[src/rtl/tcm_pkg.sv]
package tcm_pkg;

    localparam int FC_W = 5;

    typedef enum logic [2:0] {
        FC_NONE  = 3'd0,
        FC_SHORT = 3'd1,
        FC_LONG  = 3'd2,
        FC_MISS  = 3'd3,
        FC_TMO   = 3'd4,
        FC_UNEXP = 3'd5
    } fcode_e;

    typedef struct packed {
        logic unexp;
        logic tmo;
        logic miss;
        logic too_long;
        logic too_short;
    } fault_vec_t;

    function automatic fcode_e first_code(input fault_vec_t v);
        fcode_e c;
        c = FC_NONE;
        if (v.unexp)     c = FC_UNEXP;
        if (v.tmo)       c = FC_TMO;
        if (v.miss)      c = FC_MISS;
        if (v.too_long)  c = FC_LONG;
        if (v.too_short) c = FC_SHORT;
        return c;
    endfunction

endpackage

[src/rtl/tcm_period_chk.sv]
module tcm_period_chk #(
    parameter int CNT_W = 16
) (
    input  logic             clk,
    input  logic             rst,
    input  logic             trig,
    input  logic [CNT_W-1:0] per_min,
    input  logic [CNT_W-1:0] per_max,
    output logic             ev_short,
    output logic             ev_long,
    output logic             ev_miss
);
    localparam logic [CNT_W-1:0] CNT_SAT = {CNT_W{1'b1}};

    logic             armed_q;
    logic [CNT_W-1:0] cnt_q;

    always_ff @(posedge clk) begin
        if (rst) begin
            armed_q <= 1'b0;
            cnt_q   <= '0;
        end else if (trig) begin
            armed_q <= 1'b1;
            cnt_q   <= CNT_W'(1);
        end else if (cnt_q != CNT_SAT) begin
            cnt_q   <= cnt_q + CNT_W'(1);
        end
    end

    always_comb begin
        ev_short = trig && armed_q && (cnt_q < per_min);
        ev_long  = trig && armed_q && (cnt_q > per_max);
        ev_miss  = !trig && armed_q && (cnt_q > per_max);
    end
endmodule

[src/rtl/tcm_arrival_chk.sv]
module tcm_arrival_chk #(
    parameter int TMO_W = 12
) (
    input  logic             clk,
    input  logic             rst,
    input  logic             trig,
    input  logic             pulse,
    input  logic [TMO_W-1:0] tmo,
    output logic             ev_tmo,
    output logic             ev_unexp
);
    logic             pend_q, pend_d;
    logic [TMO_W-1:0] tcnt_q, tcnt_d;

    always_comb begin
        pend_d   = pend_q;
        tcnt_d   = tcnt_q;
        ev_tmo   = 1'b0;
        ev_unexp = 1'b0;
        if (trig) begin
            ev_tmo = pend_q && !pulse;
            pend_d = !pulse;
            tcnt_d = TMO_W'(1);
        end else if (pend_q) begin
            if (pulse) begin
                pend_d = 1'b0;
            end else if (tcnt_q >= tmo) begin
                ev_tmo = 1'b1;
                pend_d = 1'b0;
            end else begin
                tcnt_d = tcnt_q + TMO_W'(1);
            end
        end else if (pulse) begin
            ev_unexp = 1'b1;
        end
    end

    always_ff @(posedge clk) begin
        if (rst) begin
            pend_q <= 1'b0;
            tcnt_q <= '0;
        end else begin
            pend_q <= pend_d;
            tcnt_q <= tcnt_d;
        end
    end
endmodule

[src/rtl/tcm_fault_latch.sv]
module tcm_fault_latch
    import tcm_pkg::*;
(
    input  logic       clk,
    input  logic       rst,
    input  fault_vec_t ev,
    input  logic       clear,
    output fault_vec_t flags,
    output fcode_e     first,
    output logic       permit
);
    logic any_ev;
    assign any_ev = |ev;

    always_ff @(posedge clk) begin
        if (rst) begin
            flags  <= '0;
            first  <= FC_NONE;
            permit <= 1'b1;
        end else if (any_ev) begin
            flags  <= flags | ev;
            permit <= 1'b0;
            if (first == FC_NONE) first <= first_code(ev);
        end else if (clear) begin
            flags  <= '0;
            first  <= FC_NONE;
            permit <= 1'b1;
        end
    end
endmodule

[src/rtl/trig_consistency_mon.sv]
module trig_consistency_mon
    import tcm_pkg::*;
#(
    parameter int CNT_W = 16,
    parameter int TMO_W = 12
) (
    input  logic             clk,
    input  logic             rst,
    input  logic             trig_i,
    input  logic             pulse_start_i,
    input  logic [CNT_W-1:0] per_min_i,
    input  logic [CNT_W-1:0] per_max_i,
    input  logic [TMO_W-1:0] arr_tmo_i,
    input  logic             clear_i,
    output logic             permit_o,
    output logic [4:0]       fault_flags_o,
    output logic [2:0]       first_fault_o
);
    fault_vec_t ev, flags;
    fcode_e     first;

    tcm_period_chk #(.CNT_W(CNT_W)) u_per (
        .clk(clk), .rst(rst), .trig(trig_i),
        .per_min(per_min_i), .per_max(per_max_i),
        .ev_short(ev.too_short), .ev_long(ev.too_long), .ev_miss(ev.miss)
    );

    tcm_arrival_chk #(.TMO_W(TMO_W)) u_arr (
        .clk(clk), .rst(rst), .trig(trig_i), .pulse(pulse_start_i),
        .tmo(arr_tmo_i), .ev_tmo(ev.tmo), .ev_unexp(ev.unexp)
    );

    tcm_fault_latch u_lat (
        .clk(clk), .rst(rst), .ev(ev), .clear(clear_i),
        .flags(flags), .first(first), .permit(permit_o)
    );

    assign fault_flags_o = flags;
    assign first_fault_o = first;
endmodule

[config.mk]
export PLATFORM = sky130hd
export DESIGN_NAME = trig_consistency_mon
export DESIGN_NICKNAME = d
export VERILOG_FILES = /design/src/rtl/tcm_pkg.sv /design/src/rtl/tcm_period_chk.sv /design/src/rtl/tcm_arrival_chk.sv /design/src/rtl/tcm_fault_latch.sv /design/src/rtl/trig_consistency_mon.sv
export SDC_FILE = /design/constraint.sdc
export NUM_CORES = 1
export LEC_CHECK = 0
export CAP_MARGIN = 40
export CORE_MARGIN = 5
export CORE_UTILIZATION = 52
export CTS_CLUSTER_SIZE = 28
export DETAILED_ROUTE_END_ITERATION = 10
export GPL_ROUTABILITY_DRIVEN = 1
export PLACE_DENSITY_LB_ADDON = 0.08
export SYNTH_ARGS = -nofsm -noshare
export SYNTH_HDL_FRONTEND = slang
export SYNTH_SLANG_ARGS = --single-unit
[constraint.sdc]
create_clock -name clk -period 3 [get_ports clk]
set_input_delay 0.6 -clock clk [delete_from_list [all_inputs] [get_ports clk]]
set_output_delay 0.6 -clock clk [all_outputs]
set_load 0.05 [all_outputs]
==> run summary, run 1 <==
Layout area overhead: 29.0%
Final Util: 0.695
final cycle utilization of the critical path: 0.915
ANT nets after route: 0
Synth Instances: 339
DRC violations left: 0
Syn Area/Cell: 8.17 sq um
fin cells: 480
hold_sp: u_lat.permit
initial antenna violation count: 0
num ports: 58
CTS tree: built
power density cells: 305 nW/um^2
cell count after placement: 472
status: finished, final reports clean
Yosys reg bits: 39
Die ar.: 6890 sq um
Worst-Margin Slew: 0.510 ns
post-synthesis mux area share: 0.0145
EDFF count, synth: 0
share of layout cells above drive strength 1: 0.0707
Tot Pwr: 1.09 mW
cell row count: 26
yosys synthesis warning count: 0
leak pwr: 1.67 nW
Max Slew Vio Count: 0
Worst setup SP type: input port
CP Max Fanout: 6
crit path from: per_max_i[13]
Root Buffer: clkbuf_8
Seq/Total Area, Yosys: 0.282
HPWL after detailed placement: 5170 um
largest net degree at the start of global routing: 24
CTS Buf Count: 5
Synth Area in Compound Gates: 0.157
critical path, cell by cell: clkdlybuf4s50_1 -> inv_1 -> ha_1 -> a21oi_1 -> nor2_1 -> a211o_1 -> o31ai_1 -> and3b_1 -> a21oi_2 -> a2bb2o_1
critical path type: input port to flip-flop
setup TNS: 0 ns
CP Capture Type: flip-flop
largest area contributor in the netlist: dfxtp_1
largest family of logic cells by synthesized area: simple AND/OR/NAND/NOR gates
htree depth: 2
number of I/O port buffers: 57
# setup viols final: 0
Crit path max-delay family: compound AO/OA/AOI/OAI gates
CP required: 3.18 ns
Iter 0 DRT Violations: 122
Critical R2R Launch: u_per.cnt_q[1]
Final Hold Vio Count: 0
Synth Area in XOR/XNOR: 0.0474
asr flop ratio synth: 0
Hold Slack: 0.480 ns
Synth Net Count: 433
core area: 5140 sq um
TritonRoute pass-1 iters: 4
vias in the first global route: 2526
Synth Cell Area: 2770 sq um
Avg WL per Cell: 13.1 um
main flop type after synthesis: dfxtp_1
Hold-fix buffers, CTS: 0
Clock transition at path regs: 0.08 ns
n_diodes: 0
Skew-Pair Late Insertion Delay: 0.29 ns
Netlist cell types: 47
die height: 83.0 um
Total GRT Usage: 0.191
Clock Skew: 0.00850 ns
Rel. slew slack: 0.659
Worst Hold Class: flip-flop to flip-flop
post-synth top area share: 0.282
post-synthesis adder-cell area fraction: 0.203
GRT Residual Overflow: 0
vias post-DR: 2558
FMAX: 364 MHz
RePlAce Congestion: 0.870
CTS resizes: 0
area fraction in and, or, nand and nor cells after synthesis: 0.224
vias per cell: 5.33
Slowest cell on crit path: clkdlybuf4s50_1
crit path DAT: 2.92 ns
Starting Density: 0.539
postcts setup bufs: 0
peak supply drop: 313 uV
NumNets Final: 503
RSZ-0062 raised after global routing: false
Horiz. Die Dim: 83.0 um
Final min period: 2.74 ns
Worst path max stage delay: 0.48 ns
final wirelength: 6290 um
top cells by area, synth: dfxtp_1, ha_1, inv_1, a21oi_1, nor2_1
Max Cap Violations: 0
Sink Count: 39
first-pass GRT wire length: 11100 um
Worst Path Buf+Inv: 2
Bufs on Longest Clock Path: 2
==> layout make-up <==
type                    count  area [sq um]
clock buffers               6          72.6
clock inverters             2          12.5
fillers                   461          1570
inverters                  45           169
multi-input cells         249          1790
flip-flops and latches     39           781
well taps                  70          87.6
repair buffers             69           661
==> cell usage after synthesis, types with 2 or more instances <==
cell      number
nand3_1       12
nand4_1       10
nor3_1        10
a21o_1         5
o21ai_0       11
a21oi_1       28
nand2_1       20
xnor2_1        8
a221oi_1       2
o21a_1         7
or2_2          2
clkbuf_1       4
o21ai_1        2
mux2i_1        4
nor4_1         2
inv_1         45
and4_1         3
and3b_1        2
a211o_1        3
ha_1          45
dfxtp_1       39
xor2_1         7
nor2b_1        4
or3_1          7
and3_1         5
nand2_2        2
and2_1         2
nor3b_1        3
o211ai_1       4
nor2_1        24
==> cell usage in the layout, fill, tap and decap left out, drive strengths merged, types with 3 or more instances in the layout <==
cell,netlist,layout
a21oi,29,29
o21ai,13,13
nor2b,4,4
a21o,5,5
xor2,7,7
a211o,3,3
mux2i,4,4
xnor2,8,8
and3,6,6
nand2,22,22
o211ai,4,4
nor3,10,10
nand3,12,12
and4,4,4
inv,45,45
clkdlybuf4s50,0,57
buf,2,12
clkbuf,4,6
or3,8,8
nor3b,3,3
dfxtp,39,39
o21a,7,7
ha,45,45
nor2,24,24
nand4,10,10
==> cells by family after synthesis <==
| group | Yosys count |
|---|---|
| compound gates | 70 |
| buf+inv | 51 |
| fa+ha+maj | 45 |
| simple gates | 115 |
| mux | 4 |
| xor+xnor | 15 |
| flops | 39 |
==> per-stage QoR <==
step,cell area (sq um),setup slack [ns]
after floorplan,2770,0.558
after global placement,3490,0.00212
after detailed placement,3490,-0.0574
after CTS,3570,0.248
after global routing,3570,0.0125
final,3570,0.256
==> where the power goes <==
| part | total, mW | internal, mW | switching, mW | leakage (nW) |
|---|---|---|---|---|
| registers | 0.538 | 0.527 | 0.0105 | 0.316 |
| logic | 0.199 | 0.110 | 0.0887 | 1.31 |
| clock network | 0.353 | 0.163 | 0.190 | 0.0412 |
| total | 1.09 | 0.800 | 0.289 | 1.67 |
==> worst register-to-register path, cell delays in order (launching register included) <==
cell      delay [ns]
dfxtp_1         0.49
ha_1            0.30
nor2b_1         0.13
o211ai_1        0.19
a211oi_1        0.12
o31ai_1         0.43
and3b_1         0.27
a21oi_2         0.11
a2bb2o_1        0.28
==> worst paths after layout <==
kind,endpoint,slack [ns],depth (start not counted)
setup / recovery,u_lat.flags[2],0.26,10
hold / removal,u_lat.permit,0.48,2
setup reg to reg,u_lat.flags[2],0.57,8
hold reg to reg,u_lat.permit,0.48,2
==> flip-flops by register name (all words and copies together) (netlist names) <==
| name | flops |
|---|---|
| u_per.cnt_q | 16 |
| u_arr.tcnt_q | 12 |
| u_lat.flags | 5 |
| u_lat.first | 3 |
| u_arr.pend_q | 1 |
| u_lat.permit | 1 |
| u_per.armed_q | 1 |
==> metal layers <==
layer / up-vias / global-route usage / routed length, um
li1: 1338 / - / -
met1: 1154 / 0.247 / 3160
met2: 55 / 0.303 / 2690
met3: 11 / 0.0574 / 331
met4: 0 / 0.0594 / 107
met5: - / 0 / 0
(Power assumes the default switching activity.)
==> run 2: changes to the inputs <==
Settings changed: CORE_MARGIN 5 to 2.
==> run summary, run 2 (synthesized netlist as in run 1, its figures left out) <==
Total GRT Usage: 0.217 (+0.0267)
Biggest register: u_per.cnt_q
FF-to-FF setup slack: 0.62 ns (+0.05 ns)
largest net degree at the start of global routing: 28 (+17%)
FILL cells: 437 (-5.2%)
leak pwr: 1.69 nW (+1.4%)
core area: 5140 sq um (unchanged)
htree depth: 2 (unchanged)
Worst setup SP type: input port
# setup viols final: 0 (unchanged)
combinational share of power: 0.159 (-0.023)
clock share of power: 0.416 (+0.092)
sw power: 0.294 mW (+1.4%)
n_diodes: 0 (unchanged)
num ports: 58 (unchanged)
worst slack, placed: -0.0286 ns (+0.0289 ns)
hold endpoint: u_lat.flags[2]
Final WS setup: 0.272 ns (+0.0153 ns)
combined area of the multi-input logic cells: 1790 sq um (unchanged)
Skew-Pair Late Insertion Delay: 0.30 ns (about the same)
Max Slew Vio Count: 0 (unchanged)
commonest non-fill, non-tap cells in the layout: clkdlybuf4s50_1, inv_1, ha_1
Sink Count: 39 (unchanged)
Critical R2R Launch: u_per.cnt_q[13]
Int Power: 0.969 mW (+21%)
Starting Density: 0.539 (unchanged)
Rel. slew slack: 0.630 (-0.0295)
HPWL after detailed placement: 4830 um (-6.6%)
CP Max Fanout: 6 (unchanged)
Bufs on Longest Clock Path: 2 (unchanged)
largest registers: u_per.cnt_q x16, u_arr.tcnt_q x12, u_lat.flags x5
fraction of power spent switching nets: 0.233 (-0.0331)
TritonRoute pass-1 iters: 4 (unchanged)
r2r endpoint: u_lat.first[1]
first-pass GRT wire length: 10600 um (-5.0%)
Hold Slack: 0.472 ns (-0.00815 ns)
FMAX: 367 MHz (+0.56%)
cell row count: 26 (unchanged)
die height: 77.0 um (-7.2%)
Hold-fix buffers, CTS: 0 (unchanged)
Clock Skew: 0.0121 ns (+0.00360 ns)
final cycle utilization of the critical path: 0.909 (-0.00509)
share of layout cells above drive strength 1: 0.0732 (+0.00244)
RSZ-0062 raised after global routing: false
postcts setup bufs: 0 (unchanged)
cell count after placement: 472 (unchanged)
power density cells: 348 nW/um^2 (+14%)
RePlAce Congestion: 0.808 (-7.1%)
critical path type: input port to flip-flop
Horiz. Die Dim: 77.0 um (-7.2%)
number of I/O port buffers: 57 (unchanged)
sequential power share: 0.426 (-0.068)
Final min period: 2.73 ns (-0.0153 ns)
initial antenna violation count: 0 (unchanged)
hold_sp: u_lat.flags[2]
Tot Pwr: 1.26 mW (+16%)
peak supply drop: 334 uV (+6.6%)
NumNets Final: 503 (unchanged)
Worst R2R Path Depth: 9 (+1)
vias per cell: 5.33 (about the same)
final wirelength: 6190 um (-1.6%)
CP Capture Type: flip-flop
status: finished, final reports clean
register area: 781 sq um (unchanged)
Clock transition at path regs: 0.07 ns (about the same)
Iter 0 DRT Violations: 182 (+49%)
GRT Residual Overflow: 0 (unchanged)
Die ar.: 5930 sq um (-14%)
Avg WL per Cell: 12.9 um (-1.6%)
commonest non-fill, non-tap cell in the layout: clkdlybuf4s50_1
CP required: 3.23 ns (+0.05 ns)
vias in the first global route: 2357 (-6.7%)
Layout area overhead: 30.8%
Largest register FFs: 16 (unchanged)
CTS Buf Count: 5 (unchanged)
Final Hold Vio Count: 0 (unchanged)
crit path DAT: 2.96 ns (+0.04 ns)
Worst-Margin Slew: 0.555 ns (+0.0458 ns)
WHS Path Cells: 1 (-1)
CTS tree: built
Root Buffer: clkbuf_8
ANT nets after route: 0 (unchanged)
Worst Hold Class: flip-flop to flip-flop
DRC violations left: 0 (unchanged)
vias post-DR: 2556 (-0.078%)
fin cells: 480 (unchanged)
Max Cap Violations: 0 (unchanged)
CTS resizes: 0 (unchanged)
run 2: layer usage:
| layer | share of wire | vias up | GRT usage | wire [um] |
|---|---|---|---|---|
| li1 | - | 1338 | - | - |
| met1 | 0.52 | 1151 | 0.305 | 3210 |
| met5 | 0 | - | 0 | 0 |
| met3 | 0.050 | 4 | 0.0424 | 307 |
| met2 | 0.43 | 63 | 0.344 | 2630 |
| met4 | 0.0058 | 0 | 0.0536 | 36 |
run 2: stage by stage:
stage / setup TNS, ns / util / cell area, sq um
after global placement: 0 / 0.678 / 3490
after floorplan: 0 / - / 2770
after detailed placement: -0.0655 / 0.678 / 3490
after CTS: 0 / 0.705 / 3620
final: 0 / 0.705 / 3620
after global routing: 0 / 0.705 / 3620
run 2: how the worst max path moves through the flow:
stage | startpoint | cells past startpoint | to
final | per_min_i[13] | 11 | u_lat.first[1]
after CTS | per_min_i[13] | 11 | u_lat.first[1]
after detailed placement | per_min_i[13] | 11 | u_lat.first[1]
after global routing | per_max_i[15] | 10 | u_lat.first[1]
after global placement | per_min_i[13] | 11 | u_lat.first[1]
after floorplan | arr_tmo_i[10] | 10 | u_arr.tcnt_q[11]
run 2: critical path, stage by stage:
cell             delay (ns)
clkdlybuf4s50_1        0.46
inv_1                  0.04
ha_1                   0.30
a21o_1                 0.18
a21o_1                 0.17
a211o_1                0.31
a21oi_1                0.13
buf_4                  0.13
and3b_1                0.19
a21oi_2                0.27
a22o_1                 0.18
run 2: power groups by stage:
| stage | Clock (mW) | Sequential [mW] | Combinational, mW |
|---|---|---|---|
| 2_1_floorplan | 0 | 0.565 | 0.0797 |
| 3_3_place_gp | 0 | 0.549 | 0.195 |
| 3_5_place_dp | 0 | 0.549 | 0.199 |
| 4_1_cts | 0.532 | 0.537 | 0.201 |
| 5_1_grt | 0.557 | 0.539 | 0.221 |
| 6_report | 0.525 | 0.537 | 0.200 |
run 2: area by class of cell:
| class | instances | area share |
|---|---|---|
| Clock buffer | 5 | 0.0190 |
| Clock inverter | 3 | 0.0186 |
| Inverter | 45 | 0.0466 |
| Timing Repair Buffer | 69 | 0.182 |
| Sequential cell | 39 | 0.215 |
| Multi-Input combinational cell | 249 | 0.494 |
| Tap cell | 70 | 0.0242 |
==> run 3: changes to the inputs <==
Settings changed: CORE_UTILIZATION 52 to 47.
Clock period 3 ns to 2.34 ns, I/O delays scaled along.
==> run summary, run 3 (synthesized netlist as in run 1, its figures left out) <==
Total GRT Usage: 0.229 (+0.0112)
hold_sp: u_lat.permit
peak supply drop: 346 uV (+3.9%)
number of I/O port buffers: 57 (unchanged)
Biggest register: u_per.cnt_q
critical path, cell by cell: dlygate4sd2_1 -> inv_2 -> ha_4 -> nand4_1 -> or2_4 -> a211oi_4 -> o31ai_4 -> and3b_2 -> buf_6 -> and2_4 -> nor3_2
Iter 0 DRT Violations: 110 (-40%)
first-pass GRT wire length: 11600 um (+10%)
Skew-Pair Late Insertion Delay: 0.29 ns (about the same)
WHS Path Cells: 2 (+1)
Worst-Margin Slew: 0.586 ns (+0.0310 ns)
vias post-DR: 2847 (+11%)
RePlAce Congestion: 0.818 (+1.1%)
vias in the first global route: 2606 (+11%)
combinational share of power: 0.221 (+0.062)
Critical R2R Launch: u_per.cnt_q[6]
Final Hold Vio Count: 0 (unchanged)
num ports: 58 (unchanged)
status: finished, final reports clean
FF-to-FF setup slack: 0.07 ns (-0.55 ns)
cell row count: 27 (+3.8%)
combined area of the multi-input logic cells: 2330 sq um (+30%)
NumNets Final: 537 (+6.8%)
vias per cell: 5.52 (+3.6%)
Horiz. Die Dim: 80.8 um (+4.9%)
sequential power share: 0.471 (+0.045)
leak pwr: 2.04 nW (+21%)
Avg WL per Cell: 15.7 um (+22%)
hold endpoint: u_lat.permit
largest registers: u_per.cnt_q x16, u_arr.tcnt_q x12, u_lat.flags x5
Worst path max stage delay: 0.34 ns (-0.12 ns)
Worst setup SP type: input port
power density cells: 331 nW/um^2 (-4.9%)
Worst Hold Class: flip-flop to flip-flop
Int Power: 1.05 mW (+8.3%)
fraction of power spent switching nets: 0.284 (+0.0513)
Worst R2R Path Depth: 8 (-1)
commonest non-fill, non-tap cell in the layout: buf_4
ANT nets after route: 0 (unchanged)
initial antenna violation count: 0 (unchanged)
commonest non-fill, non-tap cells in the layout: buf_4, dfxtp_1, ha_4
DRC violations left: 0 (unchanged)
Max Cap Violations: 0 (unchanged)
largest net degree at the start of global routing: 28 (unchanged)
Rel. slew slack: 0.609 (-0.0206)
clock share of power: 0.308 (-0.108)
n_diodes: 0 (unchanged)
Largest register FFs: 16 (unchanged)
Bufs on Longest Clock Path: 2 (unchanged)
Clock Skew: 0.00396 ns (-0.00814 ns)
critical path type: input port to flip-flop
FILL cells: 398 (-8.9%)
Starting Density: 0.494 (-0.0450)
Slowest cell on crit path: or2_4
GRT Residual Overflow: 0 (unchanged)
Die ar.: 6520 sq um (+10%)
register area: 790 sq um (+1.1%)
core area: 5610 sq um (+9.1%)
die height: 80.8 um (+4.9%)
Sink Count: 39 (unchanged)
CP required: 2.56 ns (-0.67 ns)
r2r endpoint: u_per.cnt_q[3]
htree depth: 2 (unchanged)
CTS tree: built
HPWL after detailed placement: 5040 um (+4.3%)
final cycle utilization of the critical path: 0.984
FMAX: 434 MHz
placed inst area: 3650 sq um (+4.6%)
TritonRoute pass-1 iters: 4 (unchanged)
final wirelength: 8120 um (+31%)
final instance area: 4420 sq um (+22%)
CTS Buf Count: 5 (unchanged)
crit path DAT: 2.53 ns (-0.43 ns)
share of layout cells above drive strength 1: 0.363 (+0.289)
Layout area overhead: 59.7%
Root Buffer: clkbuf_8
Clock transition at path regs: 0.08 ns (about the same)
CP Capture Type: flip-flop
# setup viols final: 0 (unchanged)
Max Slew Vio Count: 0 (unchanged)
sw power: 0.416 mW (+42%)
CP Max Fanout: 2 (-4)
Final min period: 2.30 ns
Final Util: 0.789 (+0.0837)
run 3: cell count changes in the layout (fill, tap and decap cells not counted), moves of 5 or more:
| cell | change |
|---|---|
| nor3_1 | -5 |
| dfxtp_2 | +7 |
| dlygate4sd2_1 | +14 |
| inv_2 | +24 |
| ha_4 | +26 |
| a21oi_1 | -13 |
| clkdlybuf4s50_1 | -36 |
| ha_1 | -30 |
| dfxtp_1 | -7 |
| a21oi_2 | +11 |
| dlymetal6s2s_1 | +20 |
| inv_1 | -24 |
| buf_4 | +32 |
run 3: cell type report:
type | instances | share of cell area
well taps | 72 | 0.0204
clock buffers | 5 | 0.0156
repair buffers | 103 | 0.216
clock inverters | 3 | 0.00339
inverters | 45 | 0.0382
multi-input cells | 249 | 0.528
flip-flops and latches | 39 | 0.179
run 3: critical path: cells and delay by family:
kind	cells	cell delay [ns]
adder cells (fa/ha/maj)	1	0.25
buffers and inverters	3	0.36
AO/OA/AOI/OAI	2	0.36
AND/OR/NAND/NOR	5	1.08
run 3: worst max path at each step:
stage	from	to	slack [ns]	cells past startpoint
floorplan	arr_tmo_i[10]	u_arr.tcnt_q[11]	0.03	10
global placement	per_max_i[15]	u_lat.flags[0]	-0.58	11
detailed placement	per_max_i[15]	u_lat.flags[4]	-0.62	11
CTS	arr_tmo_i[11]	u_arr.tcnt_q[1]	-0.001	10
global route	per_max_i[9]	u_lat.flags[3]	-0.06	11
finish	per_max_i[10]	u_lat.flags[3]	0.04	11
run 3: metrics by stage:
stage / setup slack, ns / TNS, ns / hold slack (ns) / power [mW] / std cells
floorplan: 0.0304 / 0 / 0.451 / 0.826 / 339
global placement: -0.579 / -10.17 / 0.453 / 0.965 / 495
detailed placement: -0.615 / -10.18 / 0.461 / 0.970 / 495
CTS: -0.00143 / -0.00143 / 0.481 / 1.43 / 509
global route: -0.0627 / -0.177 / 0.509 / 1.52 / 516
finish: 0.0364 / 0 / 0.471 / 1.46 / 516
run 3: power groups by stage:
stage | Clock (mW) | Combinational, mW | Sequential, mW
finish | 0.451 | 0.324 | 0.690
global route | 0.476 | 0.351 | 0.691
CTS | 0.451 | 0.287 | 0.689
detailed placement | 0 | 0.266 | 0.704
global placement | 0 | 0.261 | 0.704
floorplan | 0 | 0.102 | 0.724
run 3: repair_timing:
item,in CTS,in global routing
endpoints found under the setup margin,21,20
pin swaps,50,48
gates cloned,1,0
resized for setup,64,89
hold buffers,0,0
setup buffers,5,7
run 3: routing by layer:
metal / up-vias / routed length, um / track usage / part of all wire
li1: 1399 / - / - / -
met1: 1340 / 3550 / 0.305 / 0.44
met2: 82 / 3910 / 0.384 / 0.48
met3: 26 / 399 / 0.0411 / 0.049
met4: 0 / 255 / 0.0559 / 0.031
met5: - / 0 / 0 / 0
